**config.mk**
```make
export PLATFORM = sky130hd
export DESIGN_NAME = pwrup_seq
export DESIGN_NICKNAME = d
export VERILOG_FILES = /design/src/rtl/pwrup_pkg.sv /design/src/rtl/pwrup_rst_sync.sv /design/src/rtl/pwrup_clkdiv.sv /design/src/rtl/pwrup_fsm.sv /design/src/rtl/pwrup_seq.sv
export SDC_FILE = /design/constraint.sdc
export NUM_CORES = 1
export LEC_CHECK = 0
export BUFFER_PORTS_ARGS = -buffer_cell sky130_fd_sc_hd__buf_4
export CORE_AREA = 2 2 59 47
export DETAILED_ROUTE_END_ITERATION = 10
export DIE_AREA = 0 0 61 49
export GPL_ROUTABILITY_DRIVEN = 0
export PLACE_DENSITY = 0.72
export SYNTH_ARGS = -nofsm -noshare
export SYNTH_HDL_FRONTEND = slang
export SYNTH_SLANG_ARGS = --single-unit
```
**constraint.sdc**
```tcl
create_clock -name clk_i -period 1.75 [get_ports clk_i]
set_input_delay 0.0875 -clock clk_i [delete_from_list [all_inputs] [get_ports clk_i]]
set_output_delay 0.0875 -clock clk_i [all_outputs]
set_load 0.05 [all_outputs]
```
**src/rtl/pwrup_pkg.sv**
```systemverilog
package pwrup_pkg;

  // Absolute floors the processor needs between power-on and each release
  localparam int unsigned DC_FLOOR = 5;
  localparam int unsigned AC_FLOOR = 10;

  typedef enum logic [1:0] {
    ST_HOLD = 2'd0,
    ST_DC   = 2'd1,
    ST_BOTH = 2'd2
  } seq_st_e;

endpackage

```
**src/rtl/pwrup_rst_sync.sv**
```systemverilog
module pwrup_rst_sync (
  input  logic clk,
  input  logic rst_n,
  output logic rst_sn
);

  logic meta_q;
  logic sync_q;

  always_ff @(posedge clk or negedge rst_n) begin
    if (!rst_n) begin
      meta_q <= 1'b0;
      sync_q <= 1'b0;
    end else begin
      meta_q <= 1'b1;
      sync_q <= meta_q;
    end
  end

  assign rst_sn = sync_q;

endmodule

```
**src/rtl/pwrup_clkdiv.sv**
```systemverilog
module pwrup_clkdiv (
  input  logic clk,
  input  logic rst_sn,
  output logic clk_half
);

  logic half_q;
  logic half_d;

  always_comb begin
    half_d = ~half_q;
  end

  always_ff @(posedge clk or negedge rst_sn) begin
    if (!rst_sn) half_q <= 1'b0;
    else         half_q <= half_d;
  end

  assign clk_half = half_q;

endmodule

```
**src/rtl/pwrup_fsm.sv**
```systemverilog
module pwrup_fsm
  import pwrup_pkg::*;
#(
  parameter int unsigned CNT_W  = 8,
  parameter int unsigned DC_MIN = 5,
  parameter int unsigned AC_MIN = 10
) (
  input  logic             clk,
  input  logic             rst_sn,
  input  logic [CNT_W-1:0] dc_dly,
  input  logic [CNT_W-1:0] ac_dly,
  output logic             dc_lo_n,
  output logic             ac_lo_n,
  output logic             done
);

  localparam logic [CNT_W-1:0] DC_MIN_C = CNT_W'(DC_MIN);
  localparam logic [CNT_W-1:0] AC_MIN_C = CNT_W'(AC_MIN);

  seq_st_e          state_q, state_d;
  logic [CNT_W-1:0] cnt_q, cnt_d;
  logic             cnt_en;
  logic [CNT_W-1:0] dc_eff, ac_eff;

  // Raise requested delays to their floors
  always_comb begin
    dc_eff = (dc_dly < DC_MIN_C) ? DC_MIN_C : dc_dly;
    ac_eff = (ac_dly < AC_MIN_C) ? AC_MIN_C : ac_dly;
  end

  // Next state
  always_comb begin
    state_d = state_q;
    unique case (state_q)
      ST_HOLD: if (cnt_q == dc_eff - 1'b1) state_d = ST_DC;
      ST_DC:   if (cnt_q == ac_eff - 1'b1) state_d = ST_BOTH;
      default: state_d = ST_BOTH;
    endcase
  end

  // Shared counter: cleared on every state change, frozen at the end
  always_comb begin
    cnt_en = (state_q != ST_BOTH);
    if (state_d != state_q) cnt_d = '0;
    else                    cnt_d = cnt_q + 1'b1;
  end

  always_ff @(posedge clk or negedge rst_sn) begin
    if (!rst_sn) begin
      state_q <= ST_HOLD;
    end else begin
      state_q <= state_d;
    end
  end

  always_ff @(posedge clk or negedge rst_sn) begin
    if (!rst_sn) begin
      cnt_q <= '0;
    end else if (cnt_en) begin
      cnt_q <= cnt_d;
    end
  end

  always_comb begin
    dc_lo_n = (state_q != ST_HOLD);
    ac_lo_n = (state_q == ST_BOTH);
    done    = (state_q == ST_BOTH);
  end

endmodule

```
**src/rtl/pwrup_seq.sv**
```systemverilog
module pwrup_seq
  import pwrup_pkg::*;
#(
  parameter int unsigned CNT_W  = 8,
  parameter int unsigned DC_MIN = 5,
  parameter int unsigned AC_MIN = 10
) (
  input  logic             clk_i,
  input  logic             rst_ni,
  input  logic [CNT_W-1:0] dc_dly_i,
  input  logic [CNT_W-1:0] ac_dly_i,
  output logic             dc_lo_no,
  output logic             ac_lo_no,
  output logic             seq_done_o,
  output logic             clk_half_o
);

  localparam int unsigned CNT_MAX = (1 << CNT_W) - 1;

  generate
    if (DC_MIN < DC_FLOOR || AC_MIN < AC_FLOOR ||
        DC_MIN > CNT_MAX || AC_MIN > CNT_MAX) begin : g_bad_param
      $error("pwrup_seq: delay floors below 5/10 or beyond counter range");
    end
  endgenerate

  logic rst_s;

  pwrup_rst_sync i_rst_sync (
    .clk    (clk_i),
    .rst_n  (rst_ni),
    .rst_sn (rst_s)
  );

  pwrup_clkdiv i_clkdiv (
    .clk      (clk_i),
    .rst_sn   (rst_s),
    .clk_half (clk_half_o)
  );

  pwrup_fsm #(
    .CNT_W  (CNT_W),
    .DC_MIN (DC_MIN),
    .AC_MIN (AC_MIN)
  ) i_fsm (
    .clk     (clk_i),
    .rst_sn  (rst_s),
    .dc_dly  (dc_dly_i),
    .ac_dly  (ac_dly_i),
    .dc_lo_n (dc_lo_no),
    .ac_lo_n (ac_lo_no),
    .done    (seq_done_o)
  );

endmodule

```
==> impl_metrics.env <==
export IMPL_outcome="finished with violations"
export IMPL_violations="negative setup slack"
export IMPL_drive_gt1_share_pct=45.4
export IMPL_ios=22
export IMPL_routed_wl_microns=3700
export IMPL_syn_to_final_growth_pct=56.6
export IMPL_path_depth=11
export IMPL_rows=16
export IMPL_fmax_mhz=442
export IMPL_ys_seq_elements=13
export IMPL_syn_num_nets=152
export IMPL_period_share_pct=129
export IMPL_post_drt_wl_per_cell_microns=16.0
export IMPL_numPortBuffers=21
export IMPL_vdd_drop_max_uv=436
export IMPL_path_clk_slew_ns=0.08
export IMPL_die_h_microns=49
export IMPL_grt_max_degree=12
export IMPL_num_vias=1322
export IMPL_synth_top_area_share_pct=27.9
export IMPL_ys_types=52
export IMPL_path_delay_family="compound AO/OA/AOI/OAI gates"
export IMPL_cp_end_kind="flop"
export IMPL_core_sq_um=2460
export IMPL_drv_slew=0
export IMPL_syn_inst=131
export IMPL_ant_nets=0
export IMPL_synth_top_cells_by_area="dfrtp_1, xor2_1, xnor2_1, a21oi_1, ha_1"
export IMPL_diodes=0
export IMPL_route_detailed_drc=0
export IMPL_arrival_ns=2.41
export IMPL_cts_num_sinks=13
export IMPL_start_kind="input pin"
export IMPL_rsz0062_at_grt="yes"
export IMPL_drv_cap=0
export IMPL_avgSynthCellArea_sq_um=8.91
export IMPL_fillers=180
export IMPL_holdWs_ns=0.108
export IMPL_reg2reg_depth=6
export IMPL_grt_pass1_wl_microns=5600
export IMPL_hpwl_microns=2680
export IMPL_r2r_start="i_fsm.cnt_q[2]"
export IMPL_cts_htree_levels=1
export IMPL_max_clock_path_buffers=2
export IMPL_crit_chain="buf_6, nor4_4, a21boi_2, inv_2, ha_4, or3b_4, o31ai_4, a211oi_2, a2111o_1, o211ai_4, o21ai_1"
export IMPL_post_place_ws_ns=-0.886
export IMPL_drtIter0Drc=57
export IMPL_cpPeakStageDelay_ns=0.42
export IMPL_synth_edf_count=0
export IMPL_start_util_pct=47.4
export IMPL_worst_path_buf_inv=2
export IMPL_critPathKind="in -> reg"
export IMPL_synth_top_flop_cell="dfrtp_1"
export IMPL_finalHoldViolCount=0
export IMPL_cts_tree="done"
export IMPL_grt_usage_pct=24.5
export IMPL_crit_fanout=8
export IMPL_cp_slowest_cell="or3b_4"
export IMPL_crit_required_ns=1.90
export IMPL_viasPerCell=5.70
export IMPL_seq_area_sq_um=325
export IMPL_yosysWarnings=0
export IMPL_grt_antenna_before_repair=0
export IMPL_fin_crit_ns=2.26
export IMPL_first_pass_iters=4
export IMPL_multiInputGateArea_sq_um=906
export IMPL_setup_viol_count_final=10
export IMPL_fin_ws_ns=-0.514
export IMPL_die_width_microns=61
export IMPL_grt_pass1_vias=1259
export IMPL_insertion_delay_ns=0.28
export IMPL_ctsRootBufferMaster="clkbuf_4"
export IMPL_cts_buffers=3
export IMPL_fin_worst_skew_ns=0.00198
export IMPL_synth_top_area_cell="dfrtp_1"
export IMPL_nets=218
export IMPL_die_area_sq_um=2990
export IMPL_yosysSeqAreaShare_pct=27.9
export IMPL_hold_class="in -> async"
export IMPL_p_leak_nw=0.798
export IMPL_synthArstFlopShare_pct=100
export IMPL_grt_overflow_total=0
export IMPL_p_per_area_nw_per_um2=386
export IMPL_finalPower_uw=705
export IMPL_netlist_area_sq_um=1170
export IMPL_setup_tns_final_ns=-4.97
export IMPL_setup_worst_path_start="ac_dly_i[5]"
state kept, by name, summed over array words and instances, names as in the netlist:
signal	flops
i_clkdiv.clk_half	1
i_rst_sync.rst_sn	1
i_fsm.cnt_q	8
i_rst_sync.meta_q	1
i_fsm.state_q	2
routing by layer:
layer	vias to the layer above	wire length (microns)	global-route usage, %
li1	630	-	-
met5	-	0	0
met3	5	171	2.92
met4	0	44	6.16
met2	44	1850	36.6
met1	643	1640	37.2
Yosys cell counts, types with 2 or more instances:
cell       n
ha_1       3
nand4_1    2
a211oi_1   2
or3b_1     2
nand3_1    4
nor4_2     2
o21ai_0    4
o211ai_1   3
xnor2_1    8
inv_1      8
a21oi_1   10
and3_1     3
nand2_1   10
nor2_1     4
and4_1     2
dfrtp_1   13
xor2_1     9
nor3_1     6
a31oi_1    3
final timing paths:
| path | to | slack, ns |
|---|---|---|
| max reg2reg | i_fsm.state_q[0] | -0.24 |
| min | i_rst_sync.rst_sn | 0.11 |
| min reg2reg | i_fsm.cnt_q[7] | 0.19 |
| max | i_fsm.state_q[0] | -0.51 |
| max in group asynchronous | i_fsm.state_q[1] | 1.25 |
| min in group clk_i | i_rst_sync.rst_sn | 0.37 |
final cells by class:
cell class	instances	share of cell area [%]
repair buffers	64	27.0
inverters	8	1.64
clock buffers	3	1.23
multi-input cells	107	49.6
flip-flops and latches	13	17.8
well taps	36	2.46
clock inverters	1	0.274
kinds of logic (layout without fill, tap and decap cells):
group / after synthesis / in the layout / synth area share (%)
multiplexers: 1 / 1 / 0.965
other: 1 / 1 / 0.321
AND/OR/NAND/NOR: 42 / 42 / 21.0
adder cells (fa/ha/maj): 3 / 3 / 3.22
flip-flops: 13 / 13 / 27.9
AO/OA/AOI/OAI: 43 / 43 / 29.9
buffers and inverters: 11 / 76 / 3.97
XOR/XNOR: 17 / 17 / 12.8
stage by stage:
stage,area [sq um],std cells,utilization (%)
after floorplan,1180,131,-
after global placement,1650,222,66.9
after detailed placement,1650,222,66.9
after CTS,1740,230,70.8
after global routing,1830,232,74.2
final,1830,232,74.2
placed cells by master, fill, tap and decap left out, types with 4 or more instances in the layout:
cell     synthesis  final
xor2_1           9      9
nand3_1          4      4
nand2_1         10     10
nor3_1           6      5
xnor2_1          8      7
nor2_1           4      4
buf_4            1     60
dfrtp_1         13     13
a21oi_1         10      9
inv_1            8      7
where the power goes:
| part | switching, mW | internal, mW |
|---|---|---|
| clock | 0.0972 | 0.0849 |
| sequential | 0.00521 | 0.302 |
| combinational | 0.100 | 0.116 |
repair_timing:
action / in CTS / in global routing
gates resized for setup: 9 / 10
gates cloned: 0 / 0
endpoints found under the hold margin: 2 / 0
setup endpoints to repair: 10 / 10
pin swaps: 6 / 7
hold buffers: 1 / 0
buffers inserted: 3 / 2
(Power assumes the default switching activity.)
